===== src/rtl/dtlb_pkg.sv =====
package dtlb_pkg;

    // Response state: what the outputs present in the current cycle.
    typedef enum logic [2:0] {
        ST_IDLE,
        ST_XLATE,
        ST_PASS,
        ST_PROBE,
        ST_PROBE_PASS
    } dtlb_state_e;

    localparam int PERM_W = 4;

    // Permission bit positions; index = {supervisor, write}.
    localparam int PERM_USER_RD  = 0;
    localparam int PERM_USER_WR  = 1;
    localparam int PERM_SUPER_RD = 2;
    localparam int PERM_SUPER_WR = 3;

    function automatic logic access_allowed(
        input logic [PERM_W-1:0] perm,
        input logic              sup,
        input logic              wr
    );
        return perm[{sup, wr}];
    endfunction

endpackage


===== src/rtl/dtlb_way_store.sv =====
module dtlb_way_store #(
    parameter int SET_W = 2,
    parameter int TAG_W = 17,
    parameter int PPN_W = 19,
    parameter int AGE_W = 2
) (
    input  logic                         clk,
    input  logic                         rst_n,
    input  logic [SET_W-1:0]             lk_set,
    output logic                         lk_vld,
    output logic [TAG_W-1:0]             lk_tag,
    output logic [PPN_W-1:0]             lk_ppn,
    output logic [dtlb_pkg::PERM_W-1:0]  lk_perm,
    output logic                         lk_ci,
    input  logic [SET_W-1:0]             ag_set,
    output logic [AGE_W-1:0]             ag_age,
    input  logic                         age_upd,
    input  logic                         age_is_hit,
    input  logic                         wr_sel,
    input  logic [SET_W-1:0]             wr_set,
    input  logic                         wr_vld,
    input  logic [TAG_W-1:0]             wr_tag,
    input  logic [PPN_W-1:0]             wr_ppn,
    input  logic [dtlb_pkg::PERM_W-1:0]  wr_perm,
    input  logic                         wr_ci
);
    localparam int SETS = 1 << SET_W;
    localparam logic [AGE_W-1:0] AGE_MAX = {AGE_W{1'b1}};

    logic [SETS-1:0]                        vld_q;
    logic [SETS-1:0][TAG_W-1:0]             tag_q;
    logic [SETS-1:0][PPN_W-1:0]             ppn_q;
    logic [SETS-1:0][dtlb_pkg::PERM_W-1:0]  perm_q;
    logic [SETS-1:0]                        ci_q;
    logic [SETS-1:0][AGE_W-1:0]             age_q;

    assign lk_vld  = vld_q[lk_set];
    assign lk_tag  = tag_q[lk_set];
    assign lk_ppn  = ppn_q[lk_set];
    assign lk_perm = perm_q[lk_set];
    assign lk_ci   = ci_q[lk_set];
    assign ag_age  = age_q[ag_set];

    always_ff @(posedge clk) begin
        if (!rst_n) begin
            vld_q  <= '0;
            tag_q  <= '0;
            ppn_q  <= '0;
            perm_q <= '0;
            ci_q   <= '0;
            age_q  <= '0;
        end else begin
            for (int s = 0; s < SETS; s++) begin
                if (wr_sel && wr_set == SET_W'(s)) begin
                    vld_q[s]  <= wr_vld;
                    tag_q[s]  <= wr_tag;
                    ppn_q[s]  <= wr_ppn;
                    perm_q[s] <= wr_perm;
                    ci_q[s]   <= wr_ci;
                    age_q[s]  <= '0;
                end else if (age_upd && lk_set == SET_W'(s)) begin
                    if (age_is_hit)
                        age_q[s] <= AGE_MAX;
                    else if (age_q[s] != '0)
                        age_q[s] <= age_q[s] - 1'b1;
                end
            end
        end
    end

    // the hit way ends at the top age unless a write replaced it.
    p_hit_age_max_r6: assert property (@(posedge clk) disable iff (!rst_n)
        (age_upd && age_is_hit && !(wr_sel && wr_set == lk_set))
        |=> (age_q[$past(lk_set)] == AGE_MAX));

    // without a lookup hit or a write no age moves (probes included).
    p_age_frozen_r7: assert property (@(posedge clk) disable iff (!rst_n)
        (!age_upd && !wr_sel) |=> $stable(age_q));

    // a written entry starts with age zero.
    p_write_clears_age_r9: assert property (@(posedge clk) disable iff (!rst_n)
        wr_sel |=> (age_q[$past(wr_set)] == '0));

endmodule


===== src/rtl/dtlb_match.sv =====
module dtlb_match #(
    parameter int NWAYS = 4,
    parameter int WAY_W = 2,
    parameter int TAG_W = 17,
    parameter int PPN_W = 19
) (
    input  logic [NWAYS-1:0]                        way_vld,
    input  logic [NWAYS-1:0][TAG_W-1:0]             way_tag,
    input  logic [NWAYS-1:0][PPN_W-1:0]             way_ppn,
    input  logic [NWAYS-1:0][dtlb_pkg::PERM_W-1:0]  way_perm,
    input  logic [NWAYS-1:0]                        way_ci,
    input  logic [TAG_W-1:0]                        va_tag,
    output logic                                    hit,
    output logic [WAY_W-1:0]                        hit_way,
    output logic [PPN_W-1:0]                        sel_ppn,
    output logic [dtlb_pkg::PERM_W-1:0]             sel_perm,
    output logic                                    sel_ci
);
    logic [NWAYS-1:0] match;

    for (genvar g = 0; g < NWAYS; g++) begin : g_cmp
        assign match[g] = way_vld[g] && (way_tag[g] == va_tag);
    end

    // Ascending scan: the highest matching way is the one kept.
    always_comb begin
        hit      = 1'b0;
        hit_way  = '0;
        sel_ppn  = '0;
        sel_perm = '0;
        sel_ci   = 1'b0;
        for (int w = 0; w < NWAYS; w++) begin
            if (match[w]) begin
                hit      = 1'b1;
                hit_way  = WAY_W'(w);
                sel_ppn  = way_ppn[w];
                sel_perm = way_perm[w];
                sel_ci   = way_ci[w];
            end
        end
    end

endmodule


===== src/rtl/dtlb_core.sv =====
module dtlb_core #(
    parameter int ADDR_W    = 32,
    parameter int PAGE_BITS = 13,
    parameter int SET_W     = 2,
    parameter int NWAYS     = 4,
    parameter int AGE_W     = 2,
    localparam int TAG_W    = ADDR_W - PAGE_BITS - SET_W,
    localparam int PPN_W    = ADDR_W - PAGE_BITS,
    localparam int WAY_W    = (NWAYS > 1) ? $clog2(NWAYS) : 1
) (
    input  logic                   clk,
    input  logic                   rst_n,
    input  logic                   xlat_on,
    input  logic                   req_valid,
    input  logic [ADDR_W-1:0]      req_va,
    input  logic                   req_write,
    input  logic                   req_super,
    input  logic                   prb_valid,
    input  logic [ADDR_W-1:0]      prb_va,
    input  logic                   prb_write,
    input  logic                   prb_super,
    input  logic                   prb_thru,
    input  logic                   wr_en,
    input  logic [WAY_W-1:0]       wr_way,
    input  logic [SET_W-1:0]       wr_set,
    input  logic                   wr_valid,
    input  logic [TAG_W-1:0]       wr_tag,
    input  logic [PPN_W-1:0]       wr_ppn,
    input  logic [3:0]             wr_perm,
    input  logic                   wr_nocache,
    input  logic [SET_W-1:0]       age_set,
    output logic [NWAYS*AGE_W-1:0] age_view,
    output logic                   rsp_valid,
    output logic [ADDR_W-1:0]      rsp_pa,
    output logic                   rsp_hit,
    output logic                   rsp_fault,
    output logic                   rsp_miss,
    output logic [ADDR_W-1:0]      exc_va,
    output logic                   nocache,
    output logic                   prb_rsp_valid,
    output logic [ADDR_W-1:0]      prb_pa
);
    import dtlb_pkg::*;

    // Shared lookup path: the probe borrows it in its own cycle.
    logic [ADDR_W-1:0] lk_va;
    logic              lk_write, lk_super;
    logic [SET_W-1:0]  lk_set;
    logic [TAG_W-1:0]  lk_tag;

    assign lk_va    = prb_valid ? prb_va    : req_va;
    assign lk_write = prb_valid ? prb_write : req_write;
    assign lk_super = prb_valid ? prb_super : req_super;
    assign lk_set   = lk_va[PAGE_BITS +: SET_W];
    assign lk_tag   = lk_va[ADDR_W-1 -: TAG_W];

    logic [NWAYS-1:0]                w_vld, w_ci;
    logic [NWAYS-1:0][TAG_W-1:0]     w_tag;
    logic [NWAYS-1:0][PPN_W-1:0]     w_ppn;
    logic [NWAYS-1:0][PERM_W-1:0]    w_perm;
    logic [NWAYS-1:0][AGE_W-1:0]     w_age;

    logic              hit;
    logic [WAY_W-1:0]  hit_way;
    logic [PPN_W-1:0]  sel_ppn;
    logic [PERM_W-1:0] sel_perm;
    logic              sel_ci;
    logic              age_upd;

    assign age_upd = req_valid && xlat_on && hit;

    for (genvar g = 0; g < NWAYS; g++) begin : g_way
        dtlb_way_store #(
            .SET_W (SET_W),
            .TAG_W (TAG_W),
            .PPN_W (PPN_W),
            .AGE_W (AGE_W)
        ) store_i (
            .clk        (clk),
            .rst_n      (rst_n),
            .lk_set     (lk_set),
            .lk_vld     (w_vld[g]),
            .lk_tag     (w_tag[g]),
            .lk_ppn     (w_ppn[g]),
            .lk_perm    (w_perm[g]),
            .lk_ci      (w_ci[g]),
            .ag_set     (age_set),
            .ag_age     (w_age[g]),
            .age_upd    (age_upd),
            .age_is_hit (hit_way == WAY_W'(g)),
            .wr_sel     (wr_en && wr_way == WAY_W'(g)),
            .wr_set     (wr_set),
            .wr_vld     (wr_valid),
            .wr_tag     (wr_tag),
            .wr_ppn     (wr_ppn),
            .wr_perm    (wr_perm),
            .wr_ci      (wr_nocache)
        );
        assign age_view[g*AGE_W +: AGE_W] = w_age[g];
    end

    dtlb_match #(
        .NWAYS (NWAYS),
        .WAY_W (WAY_W),
        .TAG_W (TAG_W),
        .PPN_W (PPN_W)
    ) match_i (
        .way_vld  (w_vld),
        .way_tag  (w_tag),
        .way_ppn  (w_ppn),
        .way_perm (w_perm),
        .way_ci   (w_ci),
        .va_tag   (lk_tag),
        .hit      (hit),
        .hit_way  (hit_way),
        .sel_ppn  (sel_ppn),
        .sel_perm (sel_perm),
        .sel_ci   (sel_ci)
    );

    logic perm_ok;
    assign perm_ok = access_allowed(sel_perm, lk_super, lk_write);

    // ---------------- response state machine ----------------
    dtlb_state_e state_q, state_d;

    always_comb begin
        if (req_valid)
            state_d = xlat_on ? ST_XLATE : ST_PASS;
        else if (prb_valid)
            state_d = xlat_on ? ST_PROBE : ST_PROBE_PASS;
        else
            state_d = ST_IDLE;
    end

    always_ff @(posedge clk) begin
        if (!rst_n)
            state_q <= ST_IDLE;
        else
            state_q <= state_d;
    end

    // Captured lookup result and the persistent cache-inhibit attribute.
    logic [ADDR_W-1:0] va_q, pa_q;
    logic              hit_q, ok_q, nc_q;

    always_ff @(posedge clk) begin
        if (!rst_n) begin
            va_q  <= '0;
            pa_q  <= '0;
            hit_q <= 1'b0;
            ok_q  <= 1'b0;
            nc_q  <= 1'b0;
        end else begin
            va_q  <= lk_va;
            pa_q  <= {sel_ppn, lk_va[PAGE_BITS-1:0]};
            hit_q <= hit;
            ok_q  <= perm_ok;
            if (req_valid) begin
                if (!xlat_on)
                    nc_q <= lk_va[ADDR_W-1];
                else if (hit)
                    nc_q <= sel_ci;
            end else if (prb_valid && prb_thru) begin
                if (!xlat_on)
                    nc_q <= lk_va[ADDR_W-1];
                else if (hit && perm_ok)
                    nc_q <= sel_ci;
            end
        end
    end

    always_comb begin
        rsp_valid     = 1'b0;
        rsp_pa        = '0;
        rsp_hit       = 1'b0;
        rsp_fault     = 1'b0;
        rsp_miss      = 1'b0;
        exc_va        = '0;
        prb_rsp_valid = 1'b0;
        prb_pa        = '0;
        nocache       = nc_q;
        unique case (state_q)
            ST_IDLE: ;
            ST_XLATE: begin
                rsp_valid = 1'b1;
                rsp_hit   = hit_q;
                rsp_pa    = hit_q ? pa_q : '0;
                rsp_fault = hit_q && !ok_q;
                rsp_miss  = !hit_q;
                exc_va    = (hit_q && ok_q) ? '0 : va_q;
            end
            ST_PASS: begin
                rsp_valid = 1'b1;
                rsp_pa    = va_q;
            end
            ST_PROBE: begin
                prb_rsp_valid = 1'b1;
                prb_pa        = (hit_q && ok_q) ? pa_q : '0;
            end
            ST_PROBE_PASS: begin
                prb_rsp_valid = 1'b1;
                prb_pa        = va_q;
            end
            default: ;
        endcase
    end

    // one request source per cycle.
    p_single_source_r11: assert property (@(posedge clk) disable iff (!rst_n)
        !(req_valid && prb_valid));

    // an exception pulse always follows a translated lookup.
    p_exc_after_req_r11: assert property (@(posedge clk) disable iff (!rst_n)
        (rsp_fault || rsp_miss) |-> $past(req_valid && xlat_on));

    // a miss never alters the cache-inhibit attribute.
    p_miss_keeps_nc_r5: assert property (@(posedge clk) disable iff (!rst_n)
        rsp_miss |-> $stable(nocache));

    // a probe without through-cache leaves cache-inhibit alone.
    p_probe_nc_hold_r8: assert property (@(posedge clk) disable iff (!rst_n)
        $past(prb_valid && !prb_thru) |-> $stable(nocache));

    // pass-through returns the address unchanged.
    p_pass_identity_r2: assert property (@(posedge clk) disable iff (!rst_n)
        $past(req_valid && !xlat_on) |-> (rsp_pa == $past(req_va)));

    // exceptions are exclusive.
    p_fault_miss_excl_r5: assert property (@(posedge clk) disable iff (!rst_n)
        !(rsp_fault && rsp_miss));

endmodule


===== config.mk =====
export PLATFORM = sky130hd
export DESIGN_NAME = dtlb_core
export DESIGN_NICKNAME = d
export VERILOG_FILES = /design/src/rtl/dtlb_pkg.sv /design/src/rtl/dtlb_way_store.sv /design/src/rtl/dtlb_match.sv /design/src/rtl/dtlb_core.sv
export SDC_FILE = /design/constraint.sdc
export NUM_CORES = 2
export LEC_CHECK = 0
export BUFFER_PORTS_ARGS = -buffer_cell sky130_fd_sc_hd__buf_4
export CORE_MARGIN = 10
export CORE_UTILIZATION = 45
export DETAILED_ROUTE_END_ITERATION = 16
export HOLD_SLACK_MARGIN = 0.15
export PLACE_DENSITY = 0.73
export SYNTH_ARGS = -nofsm -noshare
export SYNTH_HDL_FRONTEND = slang
export SYNTH_SLANG_ARGS = --single-unit
export TNS_END_PERCENT = 5

===== constraint.sdc =====
create_clock -name clk -period 6 [get_ports clk]
set_input_delay 1.2 -clock clk [delete_from_list [all_inputs] [get_ports clk]]
set_output_delay 1.2 -clock clk [all_outputs]
set_load 0.02 [all_outputs]

* Yosys cells after proc, flatten, opt, wreduce, memory -nomap -nowiden *
Cells that the tools add are included.

cells by class
  add/subtract/negate cells = 16
  magnitude comparators = 3
  eq/ne operators = 22
  multiplexer cells = 125
  bitwise operators = 1
  reduce and logical (&&, ||, !) cells = 108

operators by type and width
  cell                                                                          number
  32-bit two-way mux                                                            5
  19-bit binary-select mux with 2-bit select                                    4
  19-bit two-way mux                                                            8
  17-bit binary-select mux with 2-bit select                                    4
  32-bit one-hot mux with 2 select lines                                        2
  2-bit two-way mux                                                             39
  17-bit equality test                                                          4
  17-bit two-way mux                                                            4
  2-bit nonzero test                                                            33
  2-bit OR reduction                                                            18
  1-bit logical AND                                                             34
  4-bit binary-select mux with 2-bit select                                     4
  4-bit two-way mux                                                             8
  2-bit AND reduction                                                           16
  2-bit by 1-bit subtractor with 2-bit output, second input constant            16
  1-bit two-way mux                                                             31
  1-bit binary-select mux with 2-bit select                                     9
  2-bit binary-select mux with 2-bit select                                     4
  2-bit equality test, second input constant                                    8
  2-bit by 3-bit less-than comparator with 1-bit output, second input constant  3
  3-bit two-way mux                                                             3
  2-bit by 1-bit equality test with 1-bit output, second input constant         4
  2-bit zero test                                                               4
  3-bit by 2-bit equality test with 1-bit output, second input constant         2
  7 further kinds                                                               8

storage, ports and cells
  register bits = 774
  input bits = 123
  output and inout bits = 110
  word-level logic and storage cells = 377

* Logic depth before layout (Yosys ltp) *
  depth in word-level cells = 16
  gate-level depth with buffers = 19
  gate-level depth less buffers = 12

* Cells and area by module *
From an unflattened synthesis, not the netlist that was laid out.

unflattened totals
  cells, all modules = 3941
  area total of the unflattened synthesis = 36027.1 µm²

modules (own cells, without submodules)
  module          times used  cells an instance  area an instance (µm²)  sequential area each (µm²)
  dtlb_way_store  4           844                7775.0                  3523.4
  dtlb_core       1           315                2945.3                  1141.1
  dtlb_match      1           250                1981.9                  0.0

* Least setup slack after synthesis *
Ideal clock, no wire load.

  path kind = input to register
  start = input port prb_valid
  end = register g_way[1].store_i.age_q[4] (netlist name)
  library setup time = 88 ps
  arrival time = 4514 ps
  data required time = 5912 ps
  path slack = 1397 ps
  stages on the path = 14
  buffers on the path = 3
  path through = buf_2 > buf_2 > mux2i_1 > xnor2_1 > mux2i_1 > or4_1 > nor4_4 > a221oi_4 > a21oi_4 > nand2_4 > nor2_4 > buf_6 > a21oi_1 > a311oi_2

between the ends
  longest elaborated chain between the ends = 12
  elaborated cells on any way between the ends = 39
  those cells by class = 6 x eq/ne; 25 x mux; 8 x reduce/logical

ends and longest elaborated chain
  element                                     line                  RTL
  from (decl)                                 dtlb_core.sv:18       input logic prb_valid,
  32-bit two-way mux (*)                      dtlb_core.sv:51       assign lk_va = prb_valid ? prb_va : req_va;
  17-bit binary-select mux with 2-bit select  dtlb_way_store.sv:38  assign lk_tag = tag_q[lk_set];
  17-bit two-way mux (implied by the code)    dtlb_way_store.sv:38
  17-bit equality test                        dtlb_match.sv:22      assign match[g] = way_vld[g] && (way_tag[g] == va_tag);
  1-bit logical AND                           dtlb_match.sv:22
  1-bit two-way mux (4 in a row)              dtlb_match.sv:33      if (match[w]) begin
  1-bit logical AND                           dtlb_core.sv:70       assign age_upd = req_valid && xlat_on && hit;
  1-bit logical AND                           dtlb_way_store.sv:61  end else if (age_upd && lk_set == SET_W'(s)) begin
  2-bit AND reduction (no source line)        --
  to (signal, indexed assignment)             dtlb_way_store.sv:65  age_q[s] <= age_q[s] - 1'b1;
  to (decl)                                   dtlb_way_store.sv:35  logic [SETS-1:0][AGE_W-1:0] age_q;

Every way passes the cells marked *; elsewhere a longest branch is shown, timed or not. The select of a mux whose other input is x is not followed.
A chain may end at the register's enable or synchronous reset.

* Worst setup path in the final report *
Ends and elaborated chain as after synthesis.

==> key figures <==
Synth
  – Post-synthesis instance area: 0.03655 mm2
  – Syn_area_per_cell: 8.548 um2
  – Cells after Synth: 4,276
  – Top-count cell post-synth: nand2_1
  – Commonest register cell after synthesis: dfxtp_1
  – Mapped Nets: 4,415
  – Seq cells post-synth: 761
  – Count of cell types in the netlist: 82
  – Async S/R FF share, synth: 0%
  – Largest cells by area after synthesis: dfxtp_1, nand2_1, a21boi_0, mux4_2, mux2i_1
  – Sequential share of the synthesized area: 41.68%
  – Ys Warns: 0
  – Post-synth top area cell: dfxtp_1
  – Commonest cells in the netlist: nand2_1, dfxtp_1, a21boi_0
  – EDFF count, synth: 0
  – Post-synth top area share: 41.68%

Clock tree
  – Clock sinks: 761
  – CTS Hold Bufs: 0
  – Post-CTS setup buffer count: 0
  – H-tree depth: 3
  – Buffer depth of the longest clock path: 3
  – Clock buffer count from CTS: 75
  – Post-CTS sizing: 0
  – Worst-path clk slew: 0.06 ns
  – Clock latency on the worst-skew pair: 0.63 ns
  – CTS tree: built
  – Clock Tree Root: clkbuf_16

Global route
  – GR Overflow Total: 0
  – Largest net degree at the start of global routing: 199
  – Initial antenna violation count: 7
  – Vias in the first global route: 30,260
  – Global-route wire length before repair: 187,300 um
  – GRT Overall Usage: 25.49%

Floorplan
  – Die Y: 305.0 um
  – Die area: 0.09302 mm2
  – Initial Util: 45.38%
  – Std cell rows: 104
  – Die X: 305.0 um
  – # IOs: 233
  – Core area: 0.08055 mm2

Finish
  – Area occupied by multi-input gates: 0.01978 mm2
  – Nets: 4,416
  – Filler instances: 7,231
  – Reg area: 0.01523 mm2
  – Post-route cell area: 0.04155 mm2
  – P&R area growth vs syn: 13.69%
  – Layout cell share with drive strength beyond 1: 14.49%

STA
  – Slew margin rel.: 13.60%
  – Worst Skew: 0.02414 ns
  – Period Utilization, post-route: 83.04%
  – Final hold vios: 0
  – Setup TNS: 0 ns
  – Period minus WS final: 4.982 ns
  – Measured slew at the worst slew-check pin: 1.290 ns
  – Final Max Slew Viols: 0
  – RSZ-0062 raised after global routing: no
  – Fmax: 200.7 MHz
  – Final setup violation count: 0

Worst setup path
  – CP required: 6.54 ns
  – Critical Path Start Type: input pin
  – WP data arrival: 5.52 ns
  – Critical path peak fanout: 49
  – WS Path Type: in -> reg
  – Crit. End Element: register

Job
  – Max cap viols: 0

Power and ir drop
  – Peak VDD IR: 194.2 uV
  – Leakage power: 14.38 nW
  – PwrDens: 269.8 mW/mm2

Detailed routing
  – Vias: 31,290
  – ANT nets after route: 0
  – DRT Pass-1 Iters: 7
  – Post-Route WL: 124,200 um
  – Vias/cell: 5.796
  – # DRC: 0
  – Starting DRT DRC Count: 3,679
  – WL/cell: 23.01 um

Placement
  – Post-Place Cell Area: 0.03894 mm2
  – IO buf count: 232
  – GP Congestion: 0.9233
  – Post-DP HPWL: 79,410 um

Status
  – Status: finished, final reports clean

Worst hold path
  – Worst Hold Class: reg -> reg
-- logic make-up (layout without fill, tap and decap cells) --
logic type      count (synthesis)  in the layout  share of synthesized area [%]
xor+xnor                       98             98                          2.348
flops                         761            761                          41.68
buf+inv                       441            500                          4.909
other cells                     0              3                              0
compound gates                930            930                          18.95
mux                           292            292                          11.72
simple gates                 1738           1738                          19.84
fa+ha+maj                      16             16                         0.5477
-- routing by layer --
metal	GRT usage (%)	vias up	part of all wire, %
met5	0	-	0.049
met2	39.65	1663	44
met3	6.031	324	11
li1	-	14310	-
met1	33.09	14980	40
met4	11.80	10	4.6
-- path summary, 6_finish.rpt --
check | from | to | slack, ns | depth (start not counted)
max | prb_valid | g_way[1].store_i.age_q[4] | 1.02 | 14
min | g_way[1].store_i.tag_q[25] | g_way[1].store_i.tag_q[25] | 0.46 | 2
max reg2reg | g_way[0].store_i.tag_q[8] | g_way[1].store_i.age_q[4] | 2.34 | 11
min reg2reg | g_way[1].store_i.tag_q[25] | g_way[1].store_i.tag_q[25] | 0.46 | 2
-- critical path, stage by stage --
cell,delay (ns)
buf_4,0.39
mux2_8,0.61
buf_4,0.28
mux2i_1,0.40
xnor2_1,0.15
nor4_1,0.30
a31o_2,0.20
nor3b_1,0.52
a221oi_4,0.27
a21oi_4,0.34
nand2_4,0.11
nor2_4,0.30
a21oi_1,0.14
a311oi_2,0.24
-- area by class of cell --
type | count | area share (%)
multi-input cells | 3074 | 47.60
flip-flops and latches | 761 | 36.66
repair buffers | 316 | 5.817
clock buffers | 107 | 5.341
well taps | 1060 | 3.192
clock inverters | 28 | 0.9304
inverters | 49 | 0.4426
diodes | 3 | 0.01807
-- report_power, final --
group	switching [mW]	internal, mW
clock	2.07	2.97
sequential	0.0534	5.12
combinational	0.626	0.373
total	2.75	8.47
-- stage by stage --
| step | utilization [%] | instances | power (mW) | worst slack, ns | hold slack (ns) |
|---|---|---|---|---|---|
| 6_report | 51.59 | 5398 | 11.21 | 1.018 | 0.4613 |
| 5_1_grt | 51.58 | 5396 | 11.49 | 0.7642 | 0.4774 |
| 4_1_cts | 51.58 | 5395 | 11.21 | 1.131 | 0.4619 |
| 3_5_place_dp | 48.35 | 5260 | 6.265 | 0.5207 | 0.4537 |
| 3_3_place_gp | 48.35 | 5260 | 6.254 | 0.5845 | 0.4461 |
| 2_1_floorplan | - | 4276 | 5.906 | 1.397 | 0.4400 |
-- cells in the final DEF (no fill, tap or decap), types with 14 or more instances in the layout --
cell,synthesis,routed
a21boi_0,692,692
a21oi_1,56,56
a22o_1,41,41
a31oi_1,20,20
and2_1,46,46
buf_4,6,312
clkbuf_16,0,77
clkbuf_8,0,18
dfxtp_1,761,761
ha_1,16,16
inv_1,48,48
mux2i_1,173,170
mux4_2,106,106
nand2_1,1428,1416
nor2_1,59,47
nor2_4,3,15
nor2b_1,61,61
nor3_1,34,28
nor4_1,14,14
o21a_1,32,32
o21ai_0,19,19
xnor2_1,49,49
xor2_1,49,49
-- state kept, by name, summed over array words and instances, names as in the netlist --
name and cells:
g_way.store_i.perm_q 64, g_way.store_i.vld_q 16, g_way.store_i.tag_q 272, ok_q 1, nocache 1, g_way.store_i.ci_q 16
g_way.store_i.age_q 32, state_q 3, va_q 32, pa_q 19, hit_q 1, g_way.store_i.ppn_q 304
Note: power is estimated with default switching activity, not from simulation.
